[src/rtl/pw_pkg.sv]
package pw_pkg;

    // Entry bit positions (decoded by software that builds the tables)
    localparam int BIT_PRESENT  = 0;
    localparam int BIT_WRITABLE = 1;
    localparam int BIT_USER     = 2;
    localparam int BIT_ACCESSED = 5;
    localparam int BIT_DIRTY    = 6;

    typedef enum logic [2:0] {
        ST_IDLE,
        ST_RD_DIR,
        ST_RD_TBL,
        ST_WB_DIR,
        ST_WB_TBL,
        ST_RESP
    } walk_st_e;

    typedef enum logic [1:0] {
        CAUSE_NONE = 2'b00,
        CAUSE_NP   = 2'b01,
        CAUSE_WP   = 2'b10,
        CAUSE_PRIV = 2'b11
    } cause_e;

endpackage

[src/rtl/pw_entry_addr.sv]
module pw_entry_addr #(
    parameter int ADDR_W = 32,
    parameter int OFF_W  = 12,
    parameter int IDX_W  = 10
) (
    input  logic [ADDR_W-OFF_W-1:0] base_frame,
    input  logic [IDX_W-1:0]        index,
    output logic [ADDR_W-1:0]       entry_addr
);
    localparam int SLOT_W = IDX_W + 2;

    logic [SLOT_W-1:0] slot_off;

    always_comb begin
        slot_off   = {index, 2'b00};
        entry_addr = {base_frame, {OFF_W{1'b0}}} | ADDR_W'(slot_off);
    end

    initial begin
        assert (SLOT_W <= OFF_W) else $error("index slots exceed one page");
    end
endmodule

[src/rtl/pw_perm_chk.sv]
module pw_perm_chk #(
    parameter int ENT_W = 32
) (
    input  logic [ENT_W-1:0] entry,
    input  logic             is_write,
    input  logic             is_user,
    output logic             fault,
    output pw_pkg::cause_e   cause
);
    import pw_pkg::*;

    always_comb begin
        fault = 1'b1;
        cause = CAUSE_NONE;
        if (!entry[BIT_PRESENT]) begin
            cause = CAUSE_NP;
        end else if (is_user && !entry[BIT_USER]) begin
            cause = CAUSE_PRIV;
        end else if (is_write && !entry[BIT_WRITABLE]) begin
            cause = CAUSE_WP;
        end else begin
            fault = 1'b0;
        end
    end
endmodule

[src/rtl/pw_flag_merge.sv]
module pw_flag_merge #(
    parameter int ENT_W    = 32,
    parameter bit IS_TABLE = 1'b0
) (
    input  logic [ENT_W-1:0] entry,
    input  logic             is_write,
    output logic             need_wb,
    output logic [ENT_W-1:0] new_entry
);
    import pw_pkg::*;

    logic want_dirty;

    generate
        if (IS_TABLE) begin : g_leaf
            assign want_dirty = is_write & ~entry[BIT_DIRTY];
        end else begin : g_node
            assign want_dirty = 1'b0;
        end
    endgenerate

    always_comb begin
        new_entry               = entry;
        new_entry[BIT_ACCESSED] = 1'b1;
        if (want_dirty) begin
            new_entry[BIT_DIRTY] = 1'b1;
        end
        need_wb = ~entry[BIT_ACCESSED] | want_dirty;
    end
endmodule

[src/rtl/pgwalk_top.sv]
module pgwalk_top #(
    parameter int ADDR_W = 32,
    parameter int OFF_W  = 12
) (
    input  logic              clk,
    input  logic              rst_n,
    input  logic              req_valid,
    output logic              req_ready,
    input  logic [ADDR_W-1:0] req_vaddr,
    input  logic              req_write,
    input  logic              req_user,
    input  logic [ADDR_W-1:0] root_base,
    output logic              mem_req,
    output logic              mem_we,
    output logic [ADDR_W-1:0] mem_addr,
    output logic [ADDR_W-1:0] mem_wdata,
    input  logic              mem_ack,
    input  logic [ADDR_W-1:0] mem_rdata,
    output logic              rsp_valid,
    output logic              rsp_fault,
    output logic [1:0]        rsp_cause,
    output logic [ADDR_W-1:0] rsp_paddr
);
    import pw_pkg::*;

    localparam int FRAME_W = ADDR_W - OFF_W;
    localparam int IDX_W   = FRAME_W / 2;
    localparam int TBL_LO  = OFF_W;
    localparam int DIR_LO  = OFF_W + IDX_W;

    typedef struct packed {
        walk_st_e          st;
        logic [ADDR_W-1:0] va;
        logic              wr;
        logic              usr;
        logic [ADDR_W-1:0] pde;
        logic [ADDR_W-1:0] pte;
        logic              fault;
        cause_e            cause;
    } walk_regs_t;

    walk_regs_t q, d;

    logic [ADDR_W-1:0] dir_addr;
    logic [ADDR_W-1:0] tbl_addr;
    logic              chk_fault;
    cause_e            chk_cause;
    logic              dir_need_wb;
    logic [ADDR_W-1:0] dir_new;
    logic              tbl_need_wb;
    logic [ADDR_W-1:0] tbl_new;
    logic [ADDR_W-1:0] tbl_src;

    // Directory slot address from the root frame
    pw_entry_addr #(.ADDR_W(ADDR_W), .OFF_W(OFF_W), .IDX_W(IDX_W)) u_dir_addr (
        .base_frame (root_base[ADDR_W-1:OFF_W]),
        .index      (q.va[DIR_LO +: IDX_W]),
        .entry_addr (dir_addr)
    );

    // Table slot address from the latched directory entry
    pw_entry_addr #(.ADDR_W(ADDR_W), .OFF_W(OFF_W), .IDX_W(IDX_W)) u_tbl_addr (
        .base_frame (q.pde[ADDR_W-1:OFF_W]),
        .index      (q.va[TBL_LO +: IDX_W]),
        .entry_addr (tbl_addr)
    );

    // One checker serves both levels: it judges whatever entry is arriving
    pw_perm_chk #(.ENT_W(ADDR_W)) u_chk (
        .entry    (mem_rdata),
        .is_write (q.wr),
        .is_user  (q.usr),
        .fault    (chk_fault),
        .cause    (chk_cause)
    );

    pw_flag_merge #(.ENT_W(ADDR_W), .IS_TABLE(1'b0)) u_dir_flags (
        .entry     (q.pde),
        .is_write  (q.wr),
        .need_wb   (dir_need_wb),
        .new_entry (dir_new)
    );

    assign tbl_src = (q.st == ST_RD_TBL) ? mem_rdata : q.pte;

    pw_flag_merge #(.ENT_W(ADDR_W), .IS_TABLE(1'b1)) u_tbl_flags (
        .entry     (tbl_src),
        .is_write  (q.wr),
        .need_wb   (tbl_need_wb),
        .new_entry (tbl_new)
    );

    always_comb begin
        d         = q;
        mem_req   = 1'b0;
        mem_we    = 1'b0;
        mem_addr  = '0;
        mem_wdata = '0;

        unique case (q.st)
            ST_IDLE: begin
                if (req_valid) begin
                    d.va    = req_vaddr;
                    d.wr    = req_write;
                    d.usr   = req_user;
                    d.fault = 1'b0;
                    d.cause = CAUSE_NONE;
                    d.st    = ST_RD_DIR;
                end
            end
            ST_RD_DIR: begin
                mem_req  = 1'b1;
                mem_addr = dir_addr;
                if (mem_ack) begin
                    d.pde = mem_rdata;
                    if (chk_fault) begin
                        d.fault = 1'b1;
                        d.cause = chk_cause;
                        d.st    = ST_RESP;
                    end else begin
                        d.st = ST_RD_TBL;
                    end
                end
            end
            ST_RD_TBL: begin
                mem_req  = 1'b1;
                mem_addr = tbl_addr;
                if (mem_ack) begin
                    d.pte = mem_rdata;
                    if (chk_fault) begin
                        d.fault = 1'b1;
                        d.cause = chk_cause;
                        d.st    = ST_RESP;
                    end else if (dir_need_wb) begin
                        d.st = ST_WB_DIR;
                    end else if (tbl_need_wb) begin
                        d.st = ST_WB_TBL;
                    end else begin
                        d.st = ST_RESP;
                    end
                end
            end
            ST_WB_DIR: begin
                mem_req   = 1'b1;
                mem_we    = 1'b1;
                mem_addr  = dir_addr;
                mem_wdata = dir_new;
                if (mem_ack) begin
                    d.st = tbl_need_wb ? ST_WB_TBL : ST_RESP;
                end
            end
            ST_WB_TBL: begin
                mem_req   = 1'b1;
                mem_we    = 1'b1;
                mem_addr  = tbl_addr;
                mem_wdata = tbl_new;
                if (mem_ack) begin
                    d.st = ST_RESP;
                end
            end
            ST_RESP: begin
                d.st = ST_IDLE;
            end
            default: begin
                d.st = ST_IDLE;
            end
        endcase
    end

    always_ff @(posedge clk) begin
        if (!rst_n) begin
            q.st    <= ST_IDLE;
            q.va    <= '0;
            q.wr    <= 1'b0;
            q.usr   <= 1'b0;
            q.pde   <= '0;
            q.pte   <= '0;
            q.fault <= 1'b0;
            q.cause <= CAUSE_NONE;
        end else begin
            q <= d;
        end
    end

    assign req_ready = (q.st == ST_IDLE);
    assign rsp_valid = (q.st == ST_RESP);
    assign rsp_fault = q.fault;
    assign rsp_cause = q.cause;
    assign rsp_paddr = q.fault ? '0 : {q.pte[ADDR_W-1:OFF_W], q.va[OFF_W-1:0]};

    AST_REQ_HELD: assert property (@(posedge clk) disable iff (!rst_n)
        (mem_req && !mem_ack) |=> (mem_req && $stable(mem_we) && $stable(mem_addr) && $stable(mem_wdata))) else $error("request dropped or changed before ack");

    AST_WB_SETS_ACCESSED: assert property (@(posedge clk) disable iff (!rst_n)
        (mem_req && mem_we) |-> mem_wdata[BIT_ACCESSED]) else $error("write-back without accessed flag");

    AST_DIR_DIRTY_KEPT: assert property (@(posedge clk) disable iff (!rst_n)
        (q.st == ST_WB_DIR && mem_we) |-> (mem_wdata[BIT_DIRTY] == q.pde[BIT_DIRTY])) else $error("directory dirty flag altered");

    AST_FAULT_NO_WRITE: assert property (@(posedge clk) disable iff (!rst_n)
        (rsp_valid && rsp_fault) |-> !$past(mem_we)) else $error("fault preceded by a write");

    AST_RSP_PULSE: assert property (@(posedge clk) disable iff (!rst_n)
        rsp_valid |=> !rsp_valid) else $error("response longer than one cycle");

    AST_CAUSE_CONSISTENT: assert property (@(posedge clk) disable iff (!rst_n)
        rsp_valid |-> (rsp_fault == (rsp_cause != 2'b00))) else $error("fault flag and cause disagree");

    AST_IDLE_QUIET: assert property (@(posedge clk) disable iff (!rst_n)
        req_ready |-> !mem_req) else $error("memory access while idle");

endmodule

[config.mk]
export PLATFORM = sky130hd
export DESIGN_NAME = pgwalk_top
export DESIGN_NICKNAME = d
export VERILOG_FILES = /design/src/rtl/pw_pkg.sv /design/src/rtl/pw_entry_addr.sv /design/src/rtl/pw_perm_chk.sv /design/src/rtl/pw_flag_merge.sv /design/src/rtl/pgwalk_top.sv
export SDC_FILE = /design/constraint.sdc
export NUM_CORES = 1
export LEC_CHECK = 0
export ABC_AREA = 1
export BUFFER_PORTS_ARGS = -buffer_cell sky130_fd_sc_hd__buf_4
export CAP_MARGIN = 10
export CORE_ASPECT_RATIO = 0.5
export CORE_MARGIN = 3
export CORE_UTILIZATION = 40
export CTS_CLUSTER_DIAMETER = 80
export DETAILED_ROUTE_END_ITERATION = 10
export PLACE_DENSITY = 0.68
export SLEW_MARGIN = 10
export SYNTH_ARGS = -nofsm -noshare
export SYNTH_HDL_FRONTEND = slang
export SYNTH_SLANG_ARGS = --single-unit
[constraint.sdc]
create_clock -name clk -period 1.2 [get_ports clk]
set_input_delay 0.06 -clock clk [delete_from_list [all_inputs] [get_ports clk]]
set_output_delay 0.06 -clock clk [all_outputs]
set_load 0.03 [all_outputs]
==> run metrics <==
Hold Crit Endpoint q[71]$_SDFFE_PN0P_; Synth area leaders dfxtp_1, a21oi_1, o21ai_0; most common cell in the synthesized netlist dfxtp_1; Seq/Total Area, Yosys 0.446; cell chain of the critical path buf_6 > buf_6 > nor2_4 > inv_4 > nor2_4 > buf_6 > buf_8 > o21ai_0 > nor2_1; fin crit share 1.51; CTS Buffer Depth 2; Setup Crit Path Kind reg -> reg; Post-Synth Adder-Cell Area 0; pwr dens 1440 mW/mm^2; Detailed Route WL about 31,000 um; port bufs 190; violated checks hold timing, setup timing; ys flop type dfxtp_1; synthesized flop and latch total around 100; fin. max-slew vios 0; min Tclk post-route roughly 1.8 ns; Worst path max stage delay roughly 0.37 ns; clock latency on the worst-skew pair between 0.3 and 0.4 ns; H-tree depth 3; Hold WC Path Type in -> reg; Core Area between 0.01 and 0.015 sq mm; Synth Area in Compound Gates 0.291; total CTS buffers 9; drt drc 0; crit path capture type flop; Worst R2R Start q[102]$_SDFFE_PN0P_; Clock transition at path regs roughly 0.070 ns; Synth Area in XOR/XNOR 0; starting density of the core 0.418; cell row count 27; cells on worst reg2reg path 9; Synth Cell Area roughly 0.0047 sq mm; Mapped Cells 653; Placed Cells just under 1,000; final hold vios 4; worst reg2reg path endpoint q[46]$_SDFFE_PN0P_; die area approximately 0.013 sq mm; Critical Path Start Type flop; Arrival @ worst endpoint 2.09 ns; Peak supply drop around 1.1 mV; max cap viols 0; Die Ht ~82 um; Leak approximately 4.2 nW; switching part of the total 0.426; Hold Path Depth 3; Hold Startpoint req_vaddr[2]; Tightest Pin Transition around 0.60 ns; Flop pwr share 0.274; Ports between 200 and 250; non-filler instance count after layout 1,118; number of flops mapped to enable cells by yosys 0; GRT Overall Usage 0.300; Combinational Power Share 0.528; Post-synth top cells dfxtp_1, a21oi_1, o21ai_0; largest family of logic cells by synthesized area compound AO/OA/AOI/OAI gates; Synth Area in Simple Gates 0.119; global-route wire length before repair 31,000 um; Yosys top cell by area dfxtp_1; Max Freq 553 MHz; internal power approximately 8.9 mW; CP Max Fanout 7; post-synthesis mux area share 0; largest net degree at the start of global routing 35; power consumption between 15 and 20 mW; final setup margin -0.610 ns; asr flop ratio synth 0; synth unique cells 23; cell repeated most along the worst path buf_6; top-area cell type share of the netlist area 0.446; worst path required time 1.48 ns; via count about 7,000; Post-DP HPWL a little over 10,000 um; Vias/cell ~6.4; Setup Skew 0.00734 ns; Fillers 197; share of layout cells above drive strength 1 0.620; vias in the first global route roughly 5,900; Worst slew margin 0.602; TritonCTS clock tree done; Setup WS pre-CTS -0.222 ns; part of the power in the clock network 0.198; wire per inst about 28 um; Area growth syn-to-layout 131%; clock root buffer master clkbuf_16; RSZ-0062 raised after global routing true; gr ovfl total 0; syn avg cell area ~7.2 sq um; Placer Congestion 0.890; DIE WIDTH 159 um; Inserted Diodes 0; status finished with violations; final net count roughly 1,100; register area ~0.0021 sq mm; r2r setup slk -0.61 ns; Initial DRC Count just over 600; DRT Pass-1 Iters 8; hold slack -0.0181 ns; clk sinks 104; Setup Viol. Count Final 203; Crit-path slowest cell dfxtp_4; synth warn 0; initial antenna violation count 0; Final ANT Viol Nets 0; Net Sw Power between 6 and 7 mW; multi-input combinational cell area slightly below 0.004 sq mm
-- per-stage QoR --
step           setup TNS, ns  instance area (sq um)  utilization
2_1_floorplan          -6.67                   5490            -
3_3_place_gp          -16.69                   7190        0.643
3_5_place_dp          -20.18                   7190        0.643
4_1_cts               -49.15                   9390        0.839
5_1_grt               -82.25                  10800        0.967
6_report              -78.88                  10800        0.967
-- flip-flops by register name, indices dropped and copies added (netlist names) --
name       flops
q            101
rsp_fault      1
rsp_cause      2
-- routing by layer --
metal  GRT usage  vias up  wire length [um]
met5           0        -                 0
met4       0.107        0              2810
met3      0.0623      292              3210
met2       0.560      755             14700
met1       0.351     3344             10400
li1            -     2762                 -
-- worst max-delay path: cells and delay by family (launching register included) --
| kind | cells | cell delay (ns) |
|---|---|---|
| buffers and inverters | 5 | 0.58 |
| AND/OR/NAND/NOR | 3 | 0.55 |
| flip-flops | 1 | 0.37 |
| AO/OA/AOI/OAI | 1 | 0.22 |
-- cell families (layout without fill, tap and decap cells) --
| group | count (synthesis) | count (layout) |
|---|---|---|
| and+or+nand+nor | 134 | 135 |
| buffers and inverters | 152 | 456 |
| AOI/OAI and AO/OA | 262 | 262 |
| other | 1 | 2 |
| DFF | 104 | 104 |
-- layout by cell type (no fill, tap or decap), types with 4 or more instances in the layout --
cell,count
nand2_4,19
nand3_1,7
a21oi_4,7
o22ai_4,29
a21oi_1,43
clkbuf_16,18
inv_1,91
inv_4,5
buf_16,14
nand2_2,4
o21ai_2,67
nand2_1,44
nor2_4,42
buf_6,119
dfxtp_4,4
nor2_2,5
a21oi_2,51
dlygate4sd3_1,53
dfxtp_1,100
o21ai_4,49
buf_8,7
inv_6,4
buf_4,114
o21ai_1,4
nor2_1,7
o21ai_0,8
buf_12,17
-- how the worst max path moves through the flow --
stage               slack (ns)                 from  depth (start not counted)                         to
global placement         -0.17  q[101]$_SDFFE_PN0P_                          7               mem_addr[10]
floorplan                -0.09  q[103]$_SDFFE_PN0P_                          9         q[49]$_SDFFE_PN0P_
global route             -0.62   q[67]$_SDFFE_PN0P_                          6  rsp_cause[0]$_SDFFE_PN0P_
finish                   -0.61  q[102]$_SDFFE_PN0P_                          9         q[46]$_SDFFE_PN0P_
detailed placement       -0.22  q[103]$_SDFFE_PN0P_                          8         q[51]$_SDFFE_PN0P_
CTS                      -0.43  q[103]$_SDFFE_PN0P_                          8               mem_wdata[4]
-- area by class of cell --
class,count,area share
sequential,104,0.194
multi-input combinational,399,0.362
timing repair inverter,6,0.00798
timing repair buffer,333,0.350
inverter,102,0.0404
clock buffer,10,0.0221
tap,159,0.0184
clock inverter,5,0.00521
-- power by group through the flow --
stage                     clock network [mW]  logic (mW)  registers (mW)
after detailed placement                   0        4.69            4.17
after CTS                               2.97        6.02            4.10
after global routing                    3.15        8.41            4.27
final                                   3.08        8.22            4.27
after global placement                     0        4.64            4.15
after floorplan                            0        3.27            4.14
-- repair_timing --
action                                  in CTS  in global routing
endpoints found under the setup margin     182                201
gates resized for setup                    268                263
cloned                                      22                 11
buffers inserted                            21                 11
hold buffers                                47                  6
pin swaps                                   44                 60
hold endpoints to repair                    55                  6
Power figures use the tool's default switching activity.
